[src/rtl/cx_pkg.sv]
package cx_pkg;
  localparam int HALF_W = 16;
  localparam int FULL_W = 32;
  localparam int REG_W  = 5;
  localparam int CODE_W = 3;
  localparam int OPC_W  = 6;
  localparam int IMM_W  = 16;
  localparam int PFX_W  = 11;

  localparam logic [OPC_W-1:0] OPC_ADDIU  = 6'h09;
  localparam logic [OPC_W-1:0] OPC_LOADD  = 6'h37;
  localparam logic [OPC_W-1:0] OPC_STORED = 6'h3F;
  localparam logic [OPC_W-1:0] OPC_DADDIU = 6'h19;
  localparam logic [OPC_W-1:0] OPC_BAD    = 6'h3E;
  localparam logic [REG_W-1:0] REG_SP     = 5'd29;

  typedef enum logic [2:0] {
    K_PREFIX,
    K_NOP,
    K_MOVE,
    K_LOAD,
    K_STORE,
    K_SPADD,
    K_BAD
  } kind_e;
endpackage

[src/rtl/cx_regmap.sv]
module cx_regmap #(
  parameter int CW = 3,
  parameter int RW = 5,
  parameter int LOW_BASE = 16,
  parameter int LOW_CNT = 2
) (
  input  logic [CW-1:0] code,
  output logic [RW-1:0] full
);
  localparam int ENTRIES = 1 << CW;
  logic [RW-1:0] lut [ENTRIES];

  for (genvar i = 0; i < ENTRIES; i++) begin : g_ent
    localparam int VAL = (i < LOW_CNT) ? (LOW_BASE + i) : i;
    assign lut[i] = RW'(VAL);
  end

  assign full = lut[code];
endmodule

[src/rtl/cx_classify.sv]
module cx_classify
  import cx_pkg::*;
#(
  parameter int HW = HALF_W
) (
  input  logic [HW-1:0] word,
  output kind_e         kind
);
  always_comb begin
    if (word[HW-1 -: 5] == 5'b11110)       kind = K_PREFIX;
    else if (word == HW'(16'h6500))         kind = K_NOP;
    else if (word[HW-1 -: 8] == 8'h67)      kind = K_MOVE;
    else if (word[HW-1 -: 5] == 5'b00111)  kind = K_LOAD;
    else if (word[HW-1 -: 8] == 8'hF9)      kind = K_STORE;
    else if (word[HW-1 -: 8] == 8'hFB)      kind = K_SPADD;
    else                                    kind = K_BAD;
  end
endmodule

[src/rtl/cx_build.sv]
module cx_build
  import cx_pkg::*;
#(
  parameter int HW = HALF_W,
  parameter int FW = FULL_W,
  parameter int PW = PFX_W
) (
  input  logic [HW-1:0] word,
  input  kind_e         kind,
  input  logic          pend,
  input  logic [PW-1:0] pfx,
  output logic [FW-1:0] expanded
);
  logic [REG_W-1:0] tgt_reg, base_reg;
  logic [IMM_W-1:0] mem_imm, sp_imm;

  cx_regmap #(.CW(CODE_W), .RW(REG_W)) u_map_tgt (
    .code (word[7:5]),
    .full (tgt_reg)
  );
  cx_regmap #(.CW(CODE_W), .RW(REG_W)) u_map_base (
    .code (word[10:8]),
    .full (base_reg)
  );

  always_comb begin
    if (pend) mem_imm = {word[4:0], pfx};
    else      mem_imm = {8'b0, word[4:0], 3'b000};
  end

  always_comb begin
    if (pend) sp_imm = {pfx, 5'b0} + {8'b0, word[7:0]};
    else      sp_imm = {{5{word[7]}}, word[7:0], 3'b000};
  end

  always_comb begin
    case (kind)
      K_NOP:   expanded = '0;
      K_MOVE:  expanded = {OPC_ADDIU, word[4:0], tgt_reg, 16'h0000};
      K_LOAD:  expanded = {OPC_LOADD, base_reg, tgt_reg, mem_imm};
      K_STORE: expanded = {OPC_STORED, base_reg, tgt_reg, mem_imm};
      K_SPADD: expanded = {OPC_DADDIU, REG_SP, REG_SP, sp_imm};
      default: expanded = {OPC_BAD, {(FW-OPC_W){1'b0}}};
    endcase
  end
endmodule

[src/rtl/cx_prefix.sv]
module cx_prefix #(
  parameter int PW = 11
) (
  input  logic          clk,
  input  logic          rst,
  input  logic          take,
  input  logic          is_pfx,
  input  logic [PW-1:0] bits,
  output logic          pend,
  output logic [PW-1:0] pfx
);
  always_ff @(posedge clk) begin
    if (rst) begin
      pend <= 1'b0;
      pfx  <= '0;
    end else if (take) begin
      pend <= is_pfx;
      if (is_pfx) pfx <= bits;
    end
  end

  assert_pfx_drop_R10: assert property (@(posedge clk) disable iff (rst)
    (take && !is_pfx) |=> !pend);

  assert_pfx_keep_R1: assert property (@(posedge clk) disable iff (rst)
    (take && is_pfx) |=> (pend && pfx == $past(bits)));

  assert_reset_clear_R12: assert property (@(posedge clk)
    $past(rst) |-> !pend);
endmodule

[src/rtl/cx_outreg.sv]
module cx_outreg #(
  parameter int FW = 32
) (
  input  logic          clk,
  input  logic          rst,
  input  logic          load,
  input  logic [FW-1:0] din,
  input  logic          out_ready,
  output logic          out_valid,
  output logic [FW-1:0] out_word,
  output logic          can_take
);
  assign can_take = !out_valid || out_ready;

  always_ff @(posedge clk) begin
    if (rst) begin
      out_valid <= 1'b0;
      out_word  <= '0;
    end else if (load) begin
      out_valid <= 1'b1;
      out_word  <= din;
    end else if (out_ready) begin
      out_valid <= 1'b0;
    end
  end

  assert_hold_R11: assert property (@(posedge clk) disable iff (rst)
    (out_valid && !out_ready) |=> (out_valid && $stable(out_word)));

  assert_issue_R11: assert property (@(posedge clk) disable iff (rst)
    load |=> (out_valid && out_word == $past(din)));

  assert_reset_idle_R12: assert property (@(posedge clk)
    $past(rst) |-> !out_valid);
endmodule

[src/rtl/cx_expander.sv]
module cx_expander
  import cx_pkg::*;
#(
  parameter int HW = HALF_W,
  parameter int FW = FULL_W
) (
  input  logic          clk,
  input  logic          rst,
  input  logic          in_valid,
  output logic          in_ready,
  input  logic [HW-1:0] in_word,
  output logic          out_valid,
  input  logic          out_ready,
  output logic [FW-1:0] out_word
);
  kind_e            kind;
  logic             take, is_pfx, pend;
  logic [PFX_W-1:0] pfx;
  logic [FW-1:0]    expanded;

  cx_classify #(.HW(HW)) u_cls (
    .word (in_word),
    .kind (kind)
  );

  assign is_pfx = (kind == K_PREFIX);
  assign take   = in_valid && in_ready;

  cx_prefix #(.PW(PFX_W)) u_pfx (
    .clk    (clk),
    .rst    (rst),
    .take   (take),
    .is_pfx (is_pfx),
    .bits   (in_word[PFX_W-1:0]),
    .pend   (pend),
    .pfx    (pfx)
  );

  cx_build #(.HW(HW), .FW(FW), .PW(PFX_W)) u_bld (
    .word     (in_word),
    .kind     (kind),
    .pend     (pend),
    .pfx      (pfx),
    .expanded (expanded)
  );

  cx_outreg #(.FW(FW)) u_out (
    .clk       (clk),
    .rst       (rst),
    .load      (take && !is_pfx),
    .din       (expanded),
    .out_ready (out_ready),
    .out_valid (out_valid),
    .out_word  (out_word),
    .can_take  (in_ready)
  );

  assert_prefix_silent_R1: assert property (@(posedge clk) disable iff (rst)
    (take && is_pfx) |=> !out_valid);

  assert_stall_block_R11: assert property (@(posedge clk) disable iff (rst)
    (out_valid && !out_ready) |-> !in_ready);
endmodule

[config.mk]
export PLATFORM = sky130hd
export DESIGN_NAME = cx_expander
export DESIGN_NICKNAME = d
export VERILOG_FILES = /design/src/rtl/cx_pkg.sv /design/src/rtl/cx_regmap.sv /design/src/rtl/cx_classify.sv /design/src/rtl/cx_build.sv /design/src/rtl/cx_prefix.sv /design/src/rtl/cx_outreg.sv /design/src/rtl/cx_expander.sv
export SDC_FILE = /design/constraint.sdc
export NUM_CORES = 1
export LEC_CHECK = 0
export CAP_MARGIN = 20
export CORE_MARGIN = 2
export CORE_UTILIZATION = 40
export DETAILED_ROUTE_END_ITERATION = 10
export GPL_TIMING_DRIVEN = 0
export PLACE_DENSITY = 0.63
export SLEW_MARGIN = 0
export SYNTH_ARGS = -nofsm -noshare
export SYNTH_HDL_FRONTEND = slang
export SYNTH_HIERARCHICAL = 1
export SYNTH_SLANG_ARGS = --single-unit
[constraint.sdc]
create_clock -name clk -period 2.5 [get_ports clk]
set_input_delay 0.5 -clock clk [delete_from_list [all_inputs] [get_ports clk]]
set_output_delay 0.5 -clock clk [all_outputs]
set_load 0.02 [all_outputs]
== Yosys cells after proc, flatten, opt, wreduce, memory -nomap -nowiden ==
Memory sizes are Yosys's and may differ from the RTL's.
Index checks and enable logic that the tools add are counted.

* Flip-flop bits (word level): 45
* Memory bits (read-only): 80
* Memories: 2

* Add/subtract/negate cells: 1
* $lt $le $gt $ge: 2
* Eq/ne operators: 11
* Multiplexer cells: 15
* Bitwise operators: 2
* Reduce and logical (&&, ||, !) cells: 8

{| class="wikitable"
|+ Memories
! memory !! words !! width !! rd ports !! clocked after Yosys merged registers in !! write ports !! RTL line !! text
|-
| (no name shown) || 8 || 5 || 1 || 0 || 0 || cx_regmap.sv:18 || <nowiki>assign full = lut[code];</nowiki>
|-
| (no name shown) || 8 || 5 || 1 || 0 || 0 || cx_regmap.sv:18 ||
|}

{| class="wikitable"
|+ Operators with widths
! cell !! count
|-
| $pmux 32 s5 || 1
|-
| $mux 16 || 2
|-
| $mux 5 || 4
|-
| $add 16x8->16 || 1
|-
| $eq 16x15->1 const B || 1
|-
| $eq 8x8->1 const B || 2
|-
| $mux 3 || 5
|-
| $eq 8x7->1 const B || 1
|-
| $ge 4x4->1 const B || 2
|-
| $not 3->4 || 2
|-
| $eq 3x2->1 const B || 2
|-
| $eq 3x3->1 const B || 2
|-
| $eq 5x3->1 const B || 1
|-
| $eq 5x5->1 const B || 1
|-
| $eq 3x1->1 const B || 1
|-
| $logic_not 3->1 || 1
|-
| $logic_and 1x1->1 || 2
|-
| $logic_not 1->1 || 2
|-
| $mux 1 || 2
|-
| $mux 2 || 1
|-
| $reduce_and 2->1 || 1
|-
| $reduce_bool 2->1 || 1
|-
| $logic_or 1x1->1 || 1
|}

== Logic depth before layout (Yosys ltp) ==
* Depth after elaboration: 11
* Gate-level depth with buffers: 12
* Mapped depth without buffers: 11

== Modules after synthesis ==
The synthesis kept the hierarchy.

{| class="wikitable"
|+ By module, submodules not included
! module !! times used !! cells an instance !! area an instance (sq um)
|-
| cx_outreg || 1 || 108 || 1204.9
|-
| cx_build || 1 || 149 || 952.2
|-
| cx_prefix || 1 || 52 || 540.5
|-
| cx_classify || 1 || 21 || 138.9
|-
| cx_regmap || 2 || 6 || 37.5
|-
| cx_expander || 1 || 3 || 21.3
|}

== Worst setup path before layout ==
No wires, ideal clock.

* Path type: input-to-reg
* From: in in_word[1]
* To: reg u_out.out_word[9]
* Setup time: 0.065 ns
* Arrival time: 2.530 ns
* Path slack: -0.095 ns
* Cell stages on the path: 12
* Buffers on the path: 1
* Cells stage by stage: nor4_2 nand4_1 o221a_1 buf_6 inv_1 ha_1 inv_1 nor2_2 or4_1 nand3_1 mux2i_1 nor2_1

* Elaborated cells between the ends (all ways): 14

{| class="wikitable"
|+ RTL lines
! what !! RTL line !! text
|-
| from (decl) || cx_expander.sv:11 || <nowiki>input logic [HW-1:0] in_word,</nowiki>
|-
| $eq 16x15->1 * || cx_classify.sv:11 || <nowiki>else if (word == HW'(16'h6500)) kind = K_NOP;</nowiki>
|-
| $mux 3 * || cx_classify.sv:11 ||
|-
| $mux 3 * || cx_classify.sv:10 || <nowiki>if (word[HW-1 -: 5] == 5'b11110) kind = K_PREFIX;</nowiki>
|-
| named net kind[1] || cx_expander.sv:16 || <nowiki>kind_e kind;</nowiki>
|-
| $eq 3x3->1, or another cell as far along || cx_build.sv:37 || <nowiki>case (kind)</nowiki>
|-
| $pmux 32 s5 * || cx_build.sv:37 ||
|-
| named net expanded[9] || cx_expander.sv:19 || <nowiki>logic [FW-1:0] expanded;</nowiki>
|-
| to (signal assigned) || cx_outreg.sv:21 || <nowiki>out_word <= din;</nowiki>
|-
| to (decl) || cx_outreg.sv:10 || <nowiki>output logic [FW-1:0] out_word,</nowiki>
|}

Mark *: on every way through the listed nets, which the timed path passes. The rest lies on a longest branch.
A chain may end at the register's enable or synchronous reset.

== Worst setup path in the final report ==
* From: in in_word[2]
* To: reg u_out.out_word[9]

The elaborated chain is that of the path after synthesis.

==> flow_summary.toml <==
[status]
run_status = "finished, final reports clean"

[placement]
io_buffer_count = 53
dp_hpwl_mm = 5.72
gp_congestion = 0.901

[logic_synthesis]
netlist_area_um2 = 2930
synth_flop_cell = "dfxtp_1"
synth_cells = 345
synth-seq-cells = 45
synthArstFlopShare = 0
synth_fp_nets = 370
synth_warnings = 6
synth.avg_cell_area_um2 = 8.50
synth_seq_area_share = 0.307
ys_types = 55
synth_edf_count = 0

[routing]
drt_iter0_drc = 173
wl_per_cell_um = 15.4
postRouteAntennaNets = 0
viasPerCell = 5.21
wl_mm = 8.06
num_vias = 2736
dr.pass1.iters = 4
drc = 0

[sta]
drv_slew = 0
fin_setup_tns_ps = 0
setup_viol = 0
period_minus_slack_ps = 2440
final-hold-violation-count = 0
rsz0062_at_grt = "yes"
slew-limit-headroom = 0.600
fin_skew_ps = 5.17
max_freq_mhz = 409
tightest_slew_ps = 599
post-route-period-util = 0.978

[floorplan]
io_pins = 54
start_util = 0.409
die_area_um2 = 8030
core-area_um2 = 7180
die_w_um = 89.6
row_count = 31
die_h_um = 89.6

[grt]
grt_usage = 0.208
grt_util_met3 = 0.0375
grt.overflow.total = 0
met1_usage = 0.270
grt_max_degree = 15
busiest_layer = "met2"
grt_pass1_vias = 2603
grt_pass1_wl_mm = 12.9
grt_util_met2 = 0.362
antenna_found_initial = 0

[worst_setup_path]
crit_path_end_kind = "flop"
cp.required_ps = 2740
worstPathCellList = "clkdlybuf4s15_2 -> nor2_2 -> nand4_1 -> buf_4 -> o221ai_4 -> buf_6 -> nand2b_4 -> nor2_4 -> nor2_4 -> or4_4 -> nand3_2 -> mux2i_1 -> nor2_1"
worst_setup_path_start_kind = "input port"
crit_fanout = 7
worst_path_most_repeated_cell = "nor2_4"
cp_slowest_cell = "or4_4"
cpPeakStageDelay_ps = 480
cp_data_arrival_time_ps = 2680
worstSetupPathType = "input port to flop"

[clock_tree]
cts.path.max_buffers = 2
numCtsBuffers = 5
cts_tree = "built"
clk_pin_slew_ps = 90
clk_latency_ps = 300
cts.sinks = 45
cts_root_buf = "clkbuf_8"
hold_buffers = 0
htreeDepth = 2

[finish]
nFillCells = 664
n_antenna_cell = 0
fin_util = 0.561
nets = 450
drive_gt1_frac = 0.289
area_growth_pct = 37.4

[flow_run]
cap_violations = 0

[hold_path]
min_path_type = "input port to flop"

[power_and_ir_drop]
leakage_nw = 1.55
power_density_nw_per_um2 = 368
finalPower_mw = 1.48
ir_drop_mv = 0.225
Yosys cell counts, types with 3 or more instances:
cell	number	share of area
nor2_1	56	0.072
dfxtp_1	45	0.31
mux2i_1	33	0.11
a21oi_1	22	0.038
nand2_1	18	0.023
nand3_1	17	0.029
o21ai_0	14	0.024
buf_4	12	0.031
a21bo_1	8	0.027
a21oi_2	8	0.024
inv_1	8	0.010
a22oi_1	7	0.018
buf_2	6	0.010
clkbuf_1	6	0.0077
nand4_1	6	0.013
a221oi_1	5	0.015
buf_6	5	0.019
xor2_1	5	0.015
ha_1	4	0.017
mux2_2	4	0.015
xnor2_1	4	0.012
a21bo_2	3	0.010
and2_1	3	0.0064
buf_12	3	0.020
nor2b_1	3	0.0064
o21ai_1	3	0.0051
state kept, by name (all words and copies together) (netlist names):
name and flops:
u_out/out_valid 1, u_out/out_word 32, u_pfx/pfx 11, u_pfx/pend 1
area by class of cell:
type | instances | area [µm²] | area share
multi-input cells | 260 | 1920 | 0.477
flip-flops and latches | 45 | 901 | 0.224
repair buffers | 74 | 696 | 0.173
plain buffers | 31 | 258 | 0.0640
well taps | 99 | 124 | 0.0307
clock buffers | 6 | 82.6 | 0.0205
inverters | 8 | 32.5 | 0.00807
clock inverters | 2 | 13.8 | 0.00342
power breakdown:
part	internal, mW	leakage [nW]	switching, mW
clock network	0.224	0.0512	0.256
registers	0.726	0.364	0.00499
logic	0.130	1.14	0.141
worst max-delay path: cells and delay by family:
family / cells / cell delay [ps]
AOI/OAI and AO/OA: 1 / 270
muxes: 1 / 70
and+or+nand+nor: 8 / 1200
buffers and inverters: 3 / 640
metrics by stage:
step	worst slack (ps)	hold slack, ps	std cells	cell area [µm²]
global placement	-1040	474	497	3610
detailed placement	-1060	480	497	3610
global route	-67.4	482	525	4030
CTS	11.7	504	512	3840
finish	55.6	482	525	4030
floorplan	16.9	458	345	2950
logic make-up (layout without fill, tap and decap cells):
logic type	count (synthesis)	after routing	synth area share
AOI/OAI and AO/OA	86	86	0.208
xor gates and xnor gates	9	9	0.0269
adders and majority gates	5	5	0.0239
buffers and inverters	40	121	0.0986
DFF	45	45	0.307
muxes	37	37	0.128
other	2	2	0.00256
and+or+nand+nor	121	121	0.205
cells in the final DEF, fill, tap and decap left out, drive strengths merged, types with 2 or more instances in the layout:
cell type      synthesis  routed
and3                   2       2
mux2i                 33      33
nand2                 18      18
a22oi                  7       7
conb                   2       2
and2                   3       3
nand3                 17      17
nor2b                  3       3
clkbuf                 6      14
a211oi                 2       2
nand4                  6       6
clkinv                 0       2
ha                     4       4
xnor2                  4       4
clkdlybuf4s15          0       9
dfxtp                 45      45
clkdlybuf4s50          0      37
o2111ai                2       2
a221oi                 5       5
o21bai                 2       2
xor2                   5       5
a21bo                 11      11
o21ai                 17      17
mux2                   4       4
nand2b                 4       4
a21oi                 30      30
inv                    8       8
o211a                  2       2
nor2                  58      58
buf                   26      51
nand3b                 2       2
metal layers:
metal / wire length [µm] / share of wire
met1: 3730 / 0.46
met4: 53 / 0.0066
met5: 0 / 0
met3: 307 / 0.038
met2: 3970 / 0.49
path summary, 6_finish.rpt:
check	startpoint	slack (ps)	endpoint	cells after the start
hold reg to reg	u_out/out_word[4]	500	u_out/out_word[4]	2
setup reg to reg	u_pfx/pfx[0]	200	u_out/out_word[13]	10
setup / recovery	in_word[2]	60	u_out/out_word[9]	13
hold / removal	in_word[1]	480	u_pfx/pfx[1]	3
repair_timing:
| action | in CTS | in global routing |
|---|---|---|
| pin swaps | 7 | 16 |
| gates resized for setup | 72 | 39 |
| setup buffers | 7 | 14 |
| endpoints found under the hold margin | 0 | 0 |
| endpoints found under the setup margin | 45 | 40 |
(Power assumes the default switching activity.)
